File: src/rtl/spi3w_pkg.sv
package spi3w_pkg;
  localparam int unsigned ADDR_W     = 6;
  localparam int unsigned DATA_W     = 8;
  localparam int unsigned FRAME_BITS = 2 * DATA_W;
  localparam int unsigned RES_W      = 3;

  localparam logic [ADDR_W-1:0] REG_TEST = 6'd0;
  localparam logic [ADDR_W-1:0] REG_ID   = 6'd1;
  localparam logic [ADDR_W-1:0] REG_RES  = 6'd2;
  localparam logic [ADDR_W-1:0] REG_PWR  = 6'd3;

  localparam int unsigned PWR_ACTIVE_BIT = 0;
  localparam int unsigned SRC_SW_BIT     = 7;

  typedef struct packed {
    logic              en;
    logic [ADDR_W-1:0] addr;
    logic [DATA_W-1:0] data;
  } wr_req_t;
endpackage

File: src/rtl/spi3w_sync.sv
module spi3w_sync #(
  parameter int unsigned WIDTH  = 1,
  parameter int unsigned STAGES = 2,
  parameter logic [WIDTH-1:0] RST_VAL = '0
) (
  input  logic             clk,
  input  logic             rst_n,
  input  logic [WIDTH-1:0] d_i,
  output logic [WIDTH-1:0] q_o
);
  logic [STAGES-1:0][WIDTH-1:0] pipe_q;

  always_ff @(posedge clk or negedge rst_n) begin
    if (!rst_n) begin
      for (int s = 0; s < STAGES; s++) pipe_q[s] <= RST_VAL;
    end else begin
      pipe_q[0] <= d_i;
      for (int s = 1; s < STAGES; s++) pipe_q[s] <= pipe_q[s-1];
    end
  end

  assign q_o = pipe_q[STAGES-1];
endmodule

File: src/rtl/spi3w_frame.sv
module spi3w_frame
  import spi3w_pkg::*;
(
  input  logic              clk,
  input  logic              rst_n,
  input  logic              sclk_s,
  input  logic              csn_s,
  input  logic              sdi_s,
  input  logic [DATA_W-1:0] rd_data_i,
  output logic [ADDR_W-1:0] rd_addr_o,
  output wr_req_t           wr_o,
  output logic              sdo_o,
  output logic              sdo_oe_o
);
  localparam int unsigned CNT_W   = $clog2(FRAME_BITS + 1);
  localparam int unsigned SHIFT_W = DATA_W - 1;
  localparam logic [CNT_W-1:0] C_CMD  = CNT_W'(ADDR_W);
  localparam logic [CNT_W-1:0] C_TURN = CNT_W'(ADDR_W + 2);
  localparam logic [CNT_W-1:0] C_LAST = CNT_W'(FRAME_BITS - 1);
  localparam logic [CNT_W-1:0] C_END  = CNT_W'(FRAME_BITS);

  logic               sclk_q, sclk_d;
  logic [CNT_W-1:0]   cnt_q, cnt_d;
  logic [SHIFT_W-1:0] shift_q, shift_d;
  logic [ADDR_W-1:0]  addr_q, addr_d;
  logic               rd_q, rd_d;
  logic [DATA_W-1:0]  tx_q, tx_d;
  logic               sdo_q, sdo_d;
  logic               oe_q, oe_d;
  logic               wen_q, wen_d;
  logic [DATA_W-1:0]  wdat_q, wdat_d;
  logic               rise, fall;

  assign rise = sclk_s & ~sclk_q;
  assign fall = ~sclk_s & sclk_q;

  always_comb begin
    sclk_d  = sclk_s;
    cnt_d   = cnt_q;
    shift_d = shift_q;
    addr_d  = addr_q;
    rd_d    = rd_q;
    tx_d    = tx_q;
    sdo_d   = sdo_q;
    oe_d    = oe_q;
    wen_d   = 1'b0;
    wdat_d  = wdat_q;
    if (csn_s) begin
      cnt_d = '0;
      oe_d  = 1'b0;
      rd_d  = 1'b0;
    end else begin
      if (rise && (cnt_q < C_END)) begin
        shift_d = {shift_q[SHIFT_W-2:0], sdi_s};
        cnt_d   = cnt_q + 1'b1;
        if (cnt_q == C_CMD) begin
          addr_d = shift_q[ADDR_W-1:0];
          rd_d   = sdi_s;
          tx_d   = rd_data_i;
        end
        if ((cnt_q == C_LAST) && !rd_q) begin
          wen_d  = 1'b1;
          wdat_d = {shift_q, sdi_s};
        end
      end
      if (fall) begin
        if (rd_q && (cnt_q >= C_TURN) && (cnt_q < C_END)) begin
          oe_d  = 1'b1;
          sdo_d = tx_q[DATA_W-1];
          tx_d  = {tx_q[DATA_W-2:0], 1'b0};
        end else begin
          oe_d = 1'b0;
        end
      end
    end
  end

  always_ff @(posedge clk or negedge rst_n) begin
    if (!rst_n) begin
      sclk_q  <= 1'b0;
      cnt_q   <= '0;
      shift_q <= '0;
      addr_q  <= '0;
      rd_q    <= 1'b0;
      tx_q    <= '0;
      sdo_q   <= 1'b0;
      oe_q    <= 1'b0;
      wen_q   <= 1'b0;
      wdat_q  <= '0;
    end else begin
      sclk_q  <= sclk_d;
      cnt_q   <= cnt_d;
      shift_q <= shift_d;
      addr_q  <= addr_d;
      rd_q    <= rd_d;
      tx_q    <= tx_d;
      sdo_q   <= sdo_d;
      oe_q    <= oe_d;
      wen_q   <= wen_d;
      wdat_q  <= wdat_d;
    end
  end

  assign rd_addr_o = shift_q[ADDR_W-1:0];
  assign wr_o      = '{en: wen_q, addr: addr_q, data: wdat_q};
  assign sdo_o     = sdo_q;
  assign sdo_oe_o  = oe_q;
endmodule

File: src/rtl/spi3w_regs.sv
module spi3w_regs
  import spi3w_pkg::*;
#(
  parameter logic [3:0]       CHIP_ID  = 4'hA,
  parameter logic [3:0]       CHIP_VER = 4'h3,
  parameter logic [RES_W-1:0] RES_RST  = 3'd7
) (
  input  logic              clk,
  input  logic              rst_n,
  input  wr_req_t           wr_i,
  input  logic [ADDR_W-1:0] rd_addr_i,
  output logic [DATA_W-1:0] rd_data_o,
  input  logic [RES_W-1:0]  strap_res_i,
  input  logic              strap_active_i,
  output logic [RES_W-1:0]  res_code_o,
  output logic              standby_o
);
  logic [DATA_W-1:0] scratch_q, scratch_d;
  logic [RES_W-1:0]  res_q, res_d;
  logic              pwr_q, pwr_d;
  logic              src_q, src_d;

  always_comb begin
    scratch_d = scratch_q;
    res_d     = res_q;
    pwr_d     = pwr_q;
    src_d     = src_q;
    if (wr_i.en) begin
      case (wr_i.addr)
        REG_TEST: scratch_d = wr_i.data;
        REG_RES:  res_d     = wr_i.data[RES_W-1:0];
        REG_PWR: begin
          pwr_d = wr_i.data[PWR_ACTIVE_BIT];
          src_d = wr_i.data[SRC_SW_BIT];
        end
        default: ;
      endcase
    end
  end

  always_ff @(posedge clk or negedge rst_n) begin
    if (!rst_n) begin
      scratch_q <= '0;
      res_q     <= RES_RST;
      pwr_q     <= 1'b0;
      src_q     <= 1'b0;
    end else begin
      scratch_q <= scratch_d;
      res_q     <= res_d;
      pwr_q     <= pwr_d;
      src_q     <= src_d;
    end
  end

  always_comb begin
    rd_data_o = '0;
    case (rd_addr_i)
      REG_TEST: rd_data_o = scratch_q;
      REG_ID:   rd_data_o = {CHIP_ID, CHIP_VER};
      REG_RES:  rd_data_o[RES_W-1:0] = res_q;
      REG_PWR: begin
        rd_data_o[PWR_ACTIVE_BIT] = pwr_q;
        rd_data_o[SRC_SW_BIT]     = src_q;
      end
      default: rd_data_o = '0;
    endcase
  end

  assign res_code_o = src_q ? res_q : strap_res_i;
  assign standby_o  = src_q ? ~pwr_q : ~strap_active_i;
endmodule

File: src/rtl/spi3w_regslave.sv
module spi3w_regslave
  import spi3w_pkg::*;
#(
  parameter int unsigned      SYNC_STAGES = 2,
  parameter logic [3:0]       CHIP_ID     = 4'hA,
  parameter logic [3:0]       CHIP_VER    = 4'h3,
  parameter logic [RES_W-1:0] RES_RST     = 3'd7
) (
  input  logic             clk,
  input  logic             rst_n,
  input  logic             sclk_i,
  input  logic             csn_i,
  input  logic             sdio_i,
  output logic             sdio_o,
  output logic             sdio_oe_o,
  input  logic [RES_W-1:0] strap_res_i,
  input  logic             strap_active_i,
  output logic [RES_W-1:0] res_code_o,
  output logic             standby_o
);
  logic [1:0]        rst_pipe_q;
  logic              rst_n_int;
  logic [2:0]        pins_s;
  logic              sclk_s, csn_s, sdi_s;
  logic [ADDR_W-1:0] rd_addr;
  logic [DATA_W-1:0] rd_data;
  wr_req_t           wr_req;
  logic              wr_en;

  always_ff @(posedge clk or negedge rst_n) begin
    if (!rst_n) rst_pipe_q <= 2'b00;
    else        rst_pipe_q <= {rst_pipe_q[0], 1'b1};
  end
  assign rst_n_int = rst_pipe_q[1];

  spi3w_sync #(.WIDTH(3), .STAGES(SYNC_STAGES), .RST_VAL(3'b010)) u_sync (
    .clk  (clk),
    .rst_n(rst_n_int),
    .d_i  ({sclk_i, csn_i, sdio_i}),
    .q_o  (pins_s)
  );
  assign {sclk_s, csn_s, sdi_s} = pins_s;

  spi3w_frame u_frame (
    .clk      (clk),
    .rst_n    (rst_n_int),
    .sclk_s   (sclk_s),
    .csn_s    (csn_s),
    .sdi_s    (sdi_s),
    .rd_data_i(rd_data),
    .rd_addr_o(rd_addr),
    .wr_o     (wr_req),
    .sdo_o    (sdio_o),
    .sdo_oe_o (sdio_oe_o)
  );
  assign wr_en = wr_req.en;

  spi3w_regs #(.CHIP_ID(CHIP_ID), .CHIP_VER(CHIP_VER), .RES_RST(RES_RST)) u_regs (
    .clk           (clk),
    .rst_n         (rst_n_int),
    .wr_i          (wr_req),
    .rd_addr_i     (rd_addr),
    .rd_data_o     (rd_data),
    .strap_res_i   (strap_res_i),
    .strap_active_i(strap_active_i),
    .res_code_o    (res_code_o),
    .standby_o     (standby_o)
  );
endmodule

File: config.mk
export PLATFORM = sky130hd
export DESIGN_NAME = spi3w_regslave
export DESIGN_NICKNAME = d
export VERILOG_FILES = /design/src/rtl/spi3w_pkg.sv /design/src/rtl/spi3w_sync.sv /design/src/rtl/spi3w_frame.sv /design/src/rtl/spi3w_regs.sv /design/src/rtl/spi3w_regslave.sv
export SDC_FILE = /design/constraint.sdc
export NUM_CORES = 1
export LEC_CHECK = 0
export ABC_AREA = 1
export BUFFER_PORTS_ARGS = -buffer_cell sky130_fd_sc_hd__clkbuf_2
export CORE_ASPECT_RATIO = 1.4
export CORE_UTILIZATION = 50
export DETAILED_ROUTE_END_ITERATION = 8
export MAX_ROUTING_LAYER = met4
export PLACE_DENSITY = 0.73
export SLEW_MARGIN = 20
export SYNTH_ARGS = -nofsm -noshare
export SYNTH_HDL_FRONTEND = slang
export SYNTH_SLANG_ARGS = --single-unit
File: constraint.sdc
create_clock -name clk -period 3.7 [get_ports clk]
set_input_delay 0.74 -clock clk [delete_from_list [all_inputs] [get_ports clk]]
set_output_delay 0.74 -clock clk [all_outputs]
set_load 0.01 [all_outputs]
==> run metrics <==
Final setup viols=0; FP Rows=31; Post-Synthesis Cells=295; commonest non-fill, non-tap cell in the layout=nand2_1; global placer's final weighted congestion=0.801; Leak=about 1.5 nW; VDD IR max=235 uV; slew margin rel.=0.527; Tmin final=1.99 ns; WHS=0.176 ns; Post-route DRC=0; Synth Cell Area=0.00275 sq mm; CP required=2.96 ns; CTS HTree Levels=3; Placed Area=0.00286 sq mm; I/O Buffers=14; PostCTS Resize Cnt=0; skew final=0.00731 ns; Final Instance Count excl. Fillers=386; Setup TNS Final=0 ns; Die ar.=0.00580 sq mm; routed length per instance=13.2 microns; delay-heaviest family, CP=flip-flops; worst r2r src=u_frame.cnt_q[0]; GRT busiest layer=met2; Startpoint Class=flop; CP max stage cell=dfrtp_1; CTS tree=done; post-synthesis sequential area ratio=0.549; initial antenna violation count=0; GR Util met2=0.335; vias in the first global route=1841; Critical Path Sink Type=primary output; core area=0.00524 sq mm; global route overflow=0; Syn Nets=307; clock root cell=clkbuf_8; Synth Warn #=0; I/O Pins=15; Slew @ Worst Pin=~0.70 ns; Worst Path Buf+Inv=1; M3 GR Usage=0.0530; Final Cell Area=0.00305 sq mm; setup bufs post-CTS=0; Num CTS Buffers=9; pwr dens=454 mW/mm^2; CP max FO=9; die span in x=about 65 microns; Clk Latency, worst-skew pair=0.34 ns; met1 Usage GRT=0.241; max-slew violation count=0; Tcrit/Tclk final=0.537; starting density of the core=0.524; Vias/cell=5.04; status=completed; DIE HEIGHT=89.7 microns; Synth-to-Final Area Change=11.0%; Worst R2R End=u_frame.wdat_q[3]; Min-Delay Path Class=in -> async; Antenna diodes=0; Vias=1946; Synth area leader=dfrtp_1; Syn Area/Cell=9.31 sq um; flop2flop setup slack=2.13 ns; global-route total usage across every layer=0.210; Antenna Violating Nets Remaining=0; number of hold buffers added after CTS=0; share of layout cells above drive strength 1=0.213; Max-cap violations=0; commonest cells after routing, fill and taps aside=nand2_1, dfrtp_1, inv_1; Clock Path Buffers=2; Sink Count=60; clk slew on worst S/H paths=0.06 ns; Worst EP arrival=between 1 and 1.5 ns; Cell variety after synth=35; HPWL Detailed=about 3.6 mm; Post-layout nets=327; Synth Register Bits=60; RSZ-0062 raised after global routing=no; Detailed Routing Iterations Pass 1=4; Routed WL=5.10 mm; global-route wire length before repair=8.53 mm; largest net degree at the start of global routing=35; placed insts=370; total power=between 0.001 and 0.0015 W; max incr delay on CP=0.51 ns; top post-synthesis cells by area=dfrtp_1, nand2_1, inv_1; R2R cell count=7; Initial DRC Count=about 160; crit-path cells=nor2_1, a21oi_1, clkbuf_2; final hold violations=0; Max Fclk=503 MHz; share of the synthesized area in the top cell type=0.501; class of the most critical setup path=reg -> out
cell type report:
type	count	area (sq um)
fillers	469	2190
flip-flops and latches	60	1510
multi-input cells	183	1020
clock buffers	15	186
inverters	46	173
well taps	66	82.6
repair buffers	15	77.6
clock inverters	1	5.00
how the worst max path moves through the flow:
| stage | startpoint | to | slack [ns] | cells past startpoint |
|---|---|---|---|---|
| global route | u_regs.src_q | res_code_o[0] | 1.64 | 3 |
| CTS | u_regs.src_q | res_code_o[0] | 1.70 | 3 |
| global placement | strap_res_i[2] | res_code_o[2] | 1.86 | 4 |
| floorplan | rst_pipe_q[1] | u_frame.addr_q[0] | 1.91 | 0 |
| finish | u_regs.src_q | res_code_o[0] | 1.71 | 3 |
| detailed placement | strap_res_i[0] | res_code_o[0] | 1.81 | 4 |
metrics by stage:
step	util	worst slack, ns
2_1_floorplan	-	1.91
3_3_place_gp	0.546	1.86
3_5_place_dp	0.546	1.81
4_1_cts	0.582	1.70
5_1_grt	0.582	1.64
6_report	0.582	1.71
routing by layer:
metal / wire length (microns) / vias up / part of all wire
met2: 2560 / 16 / 0.50
met5: 0 / - / 0
met1: 2310 / 937 / 0.45
li1: - / 984 / -
met4: 116 / 0 / 0.023
met3: 108 / 9 / 0.021
logic make-up after synthesis:
| group | synth area share |
|---|---|
| buf+inv | 0.0811 |
| other cells | 0.00137 |
| fa+ha+maj | 0.0137 |
| compound gates | 0.136 |
| flops | 0.549 |
| simple gates | 0.212 |
| mux | 0.00364 |
| xor+xnor | 0.00319 |
sequential cells by signal (all words and copies together) (netlist names):
register	cells
u_frame.wdat_q	8
u_frame.sdo_o	1
u_regs.scratch_q	8
u_frame.addr_q	6
u_frame.rd_q	1
u_frame.tx_q	8
u_frame.cnt_q	5
u_sync.pipe_q	3
u_sync.q_o	3
u_frame.shift_q	7
u_regs.pwr_q	1
rst_pipe_q	2
u_frame.sclk_q	1
u_regs.res_q	3
u_frame.wen_q	1
u_frame.sdo_oe_o	1
u_regs.src_q	1
synth_stat cells (all sizes together):
library cell and number:
nand2 66, dfrtp 55, inv 46, o21ai 39
nor2 24, nand3 21, a21oi 12, o22ai 8
buf 5, dfstp 5, ha 3, nand4 2
or2 2, clkbuf 1, conb 1, mux2i 1
nand3b 1, nor3 1, o32ai 1, xnor2 1
power by group:
part           switching, W  total, W  internal (W)
combinational     0.0000817  0.000113     0.0000314
clock              0.000248  0.000564      0.000316
sequential        0.0000254  0.000705      0.000680
total              0.000356   0.00138       0.00103
(Power assumes the default switching activity.)
